## src/rtl/pulse_meter_pkg.sv

```systemverilog
package pulse_meter_pkg;
  // Strobes from the control half to the datapath half.
  typedef struct packed {
    logic tick;      // timebase tick
    logic rise;      // sampled input went low -> high on this tick
    logic fall;      // sampled input went high -> low on this tick
    logic clear;     // zero write seen this cycle
    logic clearLvl;  // synchronized input level at the clear
  } meter_strobe_t;
endpackage

```

## src/rtl/pulse_meter_ctrl.sv

```systemverilog
module pulse_meter_ctrl
  import pulse_meter_pkg::*;
#(
  parameter int DIV_W  = 8,
  parameter int WORD_W = 32
) (
  input  logic              clk,
  input  logic              rstN,
  input  logic              sigIn,
  input  logic [DIV_W-1:0]  tickDiv,
  input  logic              wrEn,
  input  logic [WORD_W-1:0] wrData,
  output meter_strobe_t     strobe
);
  localparam int SYNC_N = 2;

  logic [SYNC_N-1:0] syncQ;
  logic              syncLvl;
  logic              lvlQ;
  logic [DIV_W-1:0]  preCnt;
  logic              tick;

  assign syncLvl = syncQ[SYNC_N-1];
  assign tick    = (preCnt >= tickDiv);

  always_ff @(posedge clk or negedge rstN) begin
    if (!rstN) begin
      syncQ  <= '0;
      lvlQ   <= 1'b0;
      preCnt <= '0;
    end else begin
      syncQ  <= {syncQ[SYNC_N-2:0], sigIn};
      preCnt <= tick ? '0 : preCnt + 1'b1;
      if (tick) lvlQ <= syncLvl;
    end
  end

  always_comb begin
    strobe.tick     = tick;
    strobe.rise     = tick &  syncLvl & ~lvlQ;
    strobe.fall     = tick & ~syncLvl &  lvlQ;
    strobe.clear    = wrEn && (wrData == '0);
    strobe.clearLvl = syncLvl;
  end

  // with a nonzero divisor, ticks never fall on back-to-back cycles
  p_tick_gap_r5: assert property (@(posedge clk) disable iff (!rstN)
    (tick && tickDiv != '0) |=> (!tick || tickDiv == '0));

  // a detected edge always changes the level held for the tick domain
  p_edge_moves_level_r11: assert property (@(posedge clk) disable iff (!rstN)
    (strobe.rise || strobe.fall) |=> (lvlQ != $past(lvlQ)));
endmodule

```

## src/rtl/pulse_meter_dp.sv

```systemverilog
module pulse_meter_dp
  import pulse_meter_pkg::*;
#(
  parameter int CNT_W = 16
) (
  input  logic                 clk,
  input  logic                 rstN,
  input  meter_strobe_t        strobe,
  input  logic                 rdEn,
  output logic [2*CNT_W-1:0]   rdData
);
  localparam logic [CNT_W-1:0] CNT_MAX = {CNT_W{1'b1}};

  logic [CNT_W-1:0]   phaseCnt;
  logic [CNT_W-1:0]   phaseNext;
  logic [CNT_W-1:0]   highReg;
  logic [CNT_W-1:0]   lowReg;
  logic [2*CNT_W-1:0] rdQ;

  // Saturating increment: an over-long phase sticks at the maximum.
  assign phaseNext = (phaseCnt == CNT_MAX) ? CNT_MAX : phaseCnt + 1'b1;
  assign rdData    = rdQ;

  always_ff @(posedge clk or negedge rstN) begin
    if (!rstN) begin
      phaseCnt <= '0;
      highReg  <= '0;
      lowReg   <= '0;
      rdQ      <= '0;
    end else begin
      if (strobe.clear) begin
        phaseCnt <= '0;
        highReg  <= strobe.clearLvl ? CNT_MAX : '0;
        lowReg   <= strobe.clearLvl ? '0 : CNT_MAX;
      end else if (strobe.tick) begin
        if (strobe.rise) begin
          lowReg   <= phaseNext;
          phaseCnt <= '0;
        end else if (strobe.fall) begin
          highReg  <= phaseNext;
          phaseCnt <= '0;
        end else begin
          phaseCnt <= phaseNext;
        end
      end
      // Sampled before the clear lands, so a same-cycle read sees old values.
      if (rdEn) rdQ <= {lowReg, highReg};
    end
  end

  p_clear_low_r6: assert property (@(posedge clk) disable iff (!rstN)
    (strobe.clear && !strobe.clearLvl) |=> (highReg == '0 && lowReg == CNT_MAX));

  p_clear_high_r7: assert property (@(posedge clk) disable iff (!rstN)
    (strobe.clear && strobe.clearLvl) |=> (highReg == CNT_MAX && lowReg == '0));

  p_hold_r8: assert property (@(posedge clk) disable iff (!rstN)
    (!strobe.rise && !strobe.fall && !strobe.clear) |=> ($stable(highReg) && $stable(lowReg)));

  p_read_old_r9: assert property (@(posedge clk) disable iff (!rstN)
    rdEn |=> (rdData == {$past(lowReg), $past(highReg)}));

  p_saturate_r10: assert property (@(posedge clk) disable iff (!rstN)
    (strobe.tick && !strobe.rise && !strobe.fall && !strobe.clear && phaseCnt == CNT_MAX)
      |=> (phaseCnt == CNT_MAX));

  p_restart_r11: assert property (@(posedge clk) disable iff (!rstN)
    ((strobe.rise || strobe.fall) && !strobe.clear) |=> (phaseCnt == '0));
endmodule

```

## src/rtl/pulse_meter.sv

```systemverilog
module pulse_meter
  import pulse_meter_pkg::*;
#(
  parameter int CNT_W = 16,
  parameter int DIV_W = 8
) (
  input  logic                 clk,
  input  logic                 rstN,
  input  logic                 sigIn,
  input  logic [DIV_W-1:0]     tickDiv,
  input  logic                 wrEn,
  input  logic [2*CNT_W-1:0]   wrData,
  input  logic                 rdEn,
  output logic [2*CNT_W-1:0]   rdData
);
  localparam int WORD_W = 2 * CNT_W;

  meter_strobe_t strobe;

  pulse_meter_ctrl #(.DIV_W(DIV_W), .WORD_W(WORD_W)) u_ctrl (
    .clk     (clk),
    .rstN    (rstN),
    .sigIn   (sigIn),
    .tickDiv (tickDiv),
    .wrEn    (wrEn),
    .wrData  (wrData),
    .strobe  (strobe)
  );

  pulse_meter_dp #(.CNT_W(CNT_W)) u_dp (
    .clk    (clk),
    .rstN   (rstN),
    .strobe (strobe),
    .rdEn   (rdEn),
    .rdData (rdData)
  );
endmodule

```

## config.mk

```make
export PLATFORM = sky130hd
export DESIGN_NAME = pulse_meter
export DESIGN_NICKNAME = d
export VERILOG_FILES = /design/src/rtl/pulse_meter_pkg.sv /design/src/rtl/pulse_meter_ctrl.sv /design/src/rtl/pulse_meter_dp.sv /design/src/rtl/pulse_meter.sv
export SDC_FILE = /design/constraint.sdc
export NUM_CORES = 1
export LEC_CHECK = 0
export ABC_AREA = 1
export BUFFER_PORTS_ARGS = -buffer_cell sky130_fd_sc_hd__buf_2
export CORE_MARGIN = 2
export CORE_UTILIZATION = 30
export DETAILED_ROUTE_END_ITERATION = 6
export GPL_ROUTABILITY_DRIVEN = 0
export PLACE_DENSITY = 0.58
export SKIP_CTS_REPAIR_TIMING = 1
export SLEW_MARGIN = 40
export SYNTH_ARGS = -nofsm -noshare
export SYNTH_HDL_FRONTEND = slang
export SYNTH_HIERARCHICAL = 1
export SYNTH_SLANG_ARGS = --single-unit
export TNS_END_PERCENT = 20
```

## constraint.sdc

```tcl
create_clock -name clk -period 3.47 [get_ports clk]
set_input_delay 0.694 -clock clk [delete_from_list [all_inputs] [get_ports clk]]
set_output_delay 0.694 -clock clk [all_outputs]
set_load 0.01 [all_outputs]
```

==> impl.org <==
** Worst setup path
- Element type at the critical path end :: register
- Endpoint required time on the critical path :: 3660 ps
- Slowest cell on the critical path :: sky130_fd_sc_hd__o21a_1
- Across all register-to-register paths, the minimum setup slack is 820 ps.
- Cell Chain, Critical Path :: buf_2 > inv_1 > ha_1 > nand2_1 > nor2_2 > nand4_2 > nand3_2 > nand2_1 > nor2_1 > inv_1 > o21ai_2 > o21a_1 > a21oi_1
- Capturing point of the worst reg2reg path :: u_dp/lowReg[5]
- The critical path in this run is classified as in -> reg.
- Largest incremental delay on the critical path :: 520 ps
- Critical-path maximum fanout :: 16
- Crit start category :: input port
- For the worst setup path, the data arrival time is 2870 ps.
- Cell count of the worst reg-to-reg path :: 13
- In this run the critical register-to-register path is launched from u_ctrl/preCnt[3].

** Yosys
- In the post-synthesis netlist, the cell with the most instances is sky130_fd_sc_hd__dfrtp_1.
- After Yosys synthesis, XOR and XNOR cells account for 2.40% of the synthesized area.
- After synthesis, the mean cell area works out to 9.59 um2.
- Cell types with the largest area share after synthesis :: sky130_fd_sc_hd__dfrtp_1 52%, sky130_fd_sc_hd__mux2_2 8.0%, sky130_fd_sc_hd__nand2_1 5.5%, sky130_fd_sc_hd__nor2_1 5.0%, sky130_fd_sc_hd__a21oi_1 3.9%
- Post-Synthesis Net Count :: 511
- Ranked by instance count, the synthesized netlist is headed by 91 x sky130_fd_sc_hd__dfrtp_1, 64 x sky130_fd_sc_hd__nand2_1, 58 x sky130_fd_sc_hd__nor2_1.
- After synthesis, the largest family of logic cells by area is simple AND/OR/NAND/NOR gates.
- Post-synth ARST share :: 100%
- Mux cell area share after synthesis :: 8.24%
- Cell type contributing the most total cell area after synthesis :: sky130_fd_sc_hd__dfrtp_1
- Number of synthesis warnings :: 6
- For this run, the register share of the synthesized area comes to 52.1%.
- The number of different library cells used by synthesis comes to 34.
- EDFF count, synth :: 0
- Flop and latch count out of synthesis :: 91
- Cell area after synthesis :: 4370 um2
- Summing the areas of all fa, ha and maj instances in the mapped netlist gives 2.86% of the synthesized area.
- Share of the synthesized area in the top cell type :: 52.1%
- Gate Count Post-Synth :: 456
- The synthesized netlist devotes 9.62% of its cell area to compound gates.
- Top flip-flop cell by instance count after synthesis :: sky130_fd_sc_hd__dfrtp_1
- Fraction of the mapped netlist area in simple logic gates :: 18.9%

** Timing
- Fraction of the cycle the final worst path needs :: 77.1%
- Setup repair after global routing missed its margin :: no
- Max-slew violation total from the final report :: 0
- Skew final :: 8.25 ps
- Final-report setup violation count :: 0
- Subtracting the final worst setup slack from the clock period gives 2670 ps.
- Max Clock Freq :: 374 MHz
- The worst pin sits at a relative slew slack of 50.9%.
- Endpoints failing hold :: 0
- Final total negative setup slack :: 0 ps
- For the pin with the worst max-slew slack, the measured transition is 737 ps.

** Route
- The final layout contains routed wiring with a total length of 9720 um.
- Number of design rule violations left after detail routing :: 0
- DRT antenna net count :: 0
- Router iterations before antenna repair :: 4
- Vias per cell :: 4.70
- Routed via count :: 3376
- Post-detailed-route wirelength per cell :: 13.5 um
- After the first detailed-routing iteration, the DRC count stood at 296.

** Floorplan
- CORE AREA :: 14400 um2
- The die is 125 um wide.
- After floorplanning, the core was divided into 44 placement rows.
- I/O pins :: 77
- The die covers 15600 um2.
- Die Height :: 125 um
- Initial core utilization :: 30.4%

** Clock network
- Sink Count :: 91
- TritonCTS created 9 clock buffers.
- Clock root buffer :: sky130_fd_sc_hd__clkbuf_16
- The later pin in the worst-skew pair is clocked with a latency of 340 ps.
- Clk pin slew, worst setup/hold paths :: 60 ps
- Buffer depth of the longest clock path :: 2
- Clock tree from TritonCTS :: done
- CTS built an H-tree with a depth of 3.

** Pwr
- Maximum resistive drop on vdd :: 0.000276 V
- PD cells :: 690 nW/um2
- The design draws 3620 uW.
- The analysis attributes to cell leakage a power of 0.00276 uW.

** Global route
- Pin count of the biggest net entering global routing :: 55
- Global routing consumed, over all layers together, 13.3% of the routing resources.
- Number of global-route vias before repair :: 3454
- The number of antenna violations at the first check in global routing is 0.
- The first global-routing pass estimated 16800 um of wire.
- Total congestion overflow after global routing :: 0

** Final layout
- The repair_antennas step left the layout with diodes totalling 0.
- Compared with the post-synthesis result, the final layout area differs by 19.8%.
- Post-route standard cell area excluding fillers :: 5240 um2
- Fin nets :: 585
- Cells with a size suffix above 1 make up 29.6% of the layout.
- Number of fill cells in the layout :: 1448

** Placement
- Summed over all nets, the half-perimeter wirelength after detailed placement is 7210 um.
- The placed instances occupy a cell area of 4920 um2.
- Number of buffer cells added on primary ports :: 76

** Hold path
- The startpoint identified for the worst hold timing path is u_ctrl/syncQ[0].
- The path with the worst hold slack has its endpoint at u_ctrl/syncQ[1].
- Depth of the worst hold-timing path :: 0
- Class of the most critical hold timing path :: reg -> reg

** Run status
- Status :: finished clean

** Flow run
- The tool flagged a number of max-cap violations equal to 0.
how the worst max path moves through the flow:
stage / slack [ps] / start / endpoint
after global routing: 500 / u_ctrl/preCnt[3] / u_dp/lowReg[12]
after CTS: 630 / tickDiv[7] / u_dp/highReg[7]
after floorplan: 920 / tickDiv[7] / u_dp/lowReg[7]
after detailed placement: 280 / tickDiv[7] / u_dp/highReg[7]
after global placement: 360 / tickDiv[7] / u_dp/highReg[5]
final: 800 / tickDiv[7] / u_dp/lowReg[5]
cell usage in the layout (no fill, tap or decap), types with 10 or more instances in the layout:
master and instances:
sky130_fd_sc_hd__a21oi_1 34, sky130_fd_sc_hd__ha_1 10, sky130_fd_sc_hd__o21ai_0 27, sky130_fd_sc_hd__xor2_1 10, sky130_fd_sc_hd__mux2_2 31, sky130_fd_sc_hd__buf_2 75, sky130_fd_sc_hd__nand3_1 17, sky130_fd_sc_hd__nand2_1 64
sky130_fd_sc_hd__nor2_1 57, sky130_fd_sc_hd__dfrtp_1 91, sky130_fd_sc_hd__inv_1 41
registers in the layout, summed over array words and instances, names as in the netlist:
register,count
u_ctrl/preCnt,8
u_ctrl/syncQ,2
u_dp/lowReg,16
u_dp/rdData,32
u_dp/phaseCnt,16
u_dp/highReg,16
u_ctrl/lvlQ,1
layout make-up:
cell class | instances | area, um2 | share of cell area [%]
clock buffers | 10 | 239 | 4.56
clock inverters | 5 | 77.6 | 1.48
inverters | 43 | 161 | 3.08
multi-input cells | 305 | 1840 | 35.1
flip-flops and latches | 91 | 2280 | 43.5
well taps | 184 | 230 | 4.40
repair buffers | 80 | 413 | 7.88
stage by stage:
step           instances  util [%]  worst slack, ps  hold slack, ps
5_1_grt              718      36.5              504             375
3_5_place_dp         703      34.2              277             369
2_1_floorplan        456         -              922             331
4_1_cts              718      36.4              634             380
3_3_place_gp         703      34.2              355             348
6_report             718      36.5              796             376
critical path: cells and delay by family:
family / cells / cell delay (ps)
AOI/OAI and AO/OA: 3 / 850
adders and majority gates: 1 / 280
buffers and inverters: 3 / 190
and+or+nand+nor: 6 / 830
kinds of logic after synthesis:
kind of cell,count (synthesis)
xor gates and xnor gates,12
and+or+nand+nor,173
AOI/OAI and AO/OA,78
DFF,91
adders and majority gates,10
buffers and inverters,60
muxes,32
metal layers:
metal	up-vias	global-route usage [%]	share of wire (%)
met4	0	5.09	2.2
li1	1643	-	-
met2	65	21.7	49
met5	-	0	0
met1	1653	16.9	44
met3	15	3.78	4.4
report_power, final:
group / total (uW) / switching [uW] / leakage, uW / internal (uW)
registers: 1610 / 232 / 0.00123 / 1380
logic: 976 / 564 / 0.00137 / 412
clock network: 1030 / 389 / 0.000154 / 644
total: 3620 / 1180 / 0.00276 / 2430
Power figures use the tool's default switching activity.
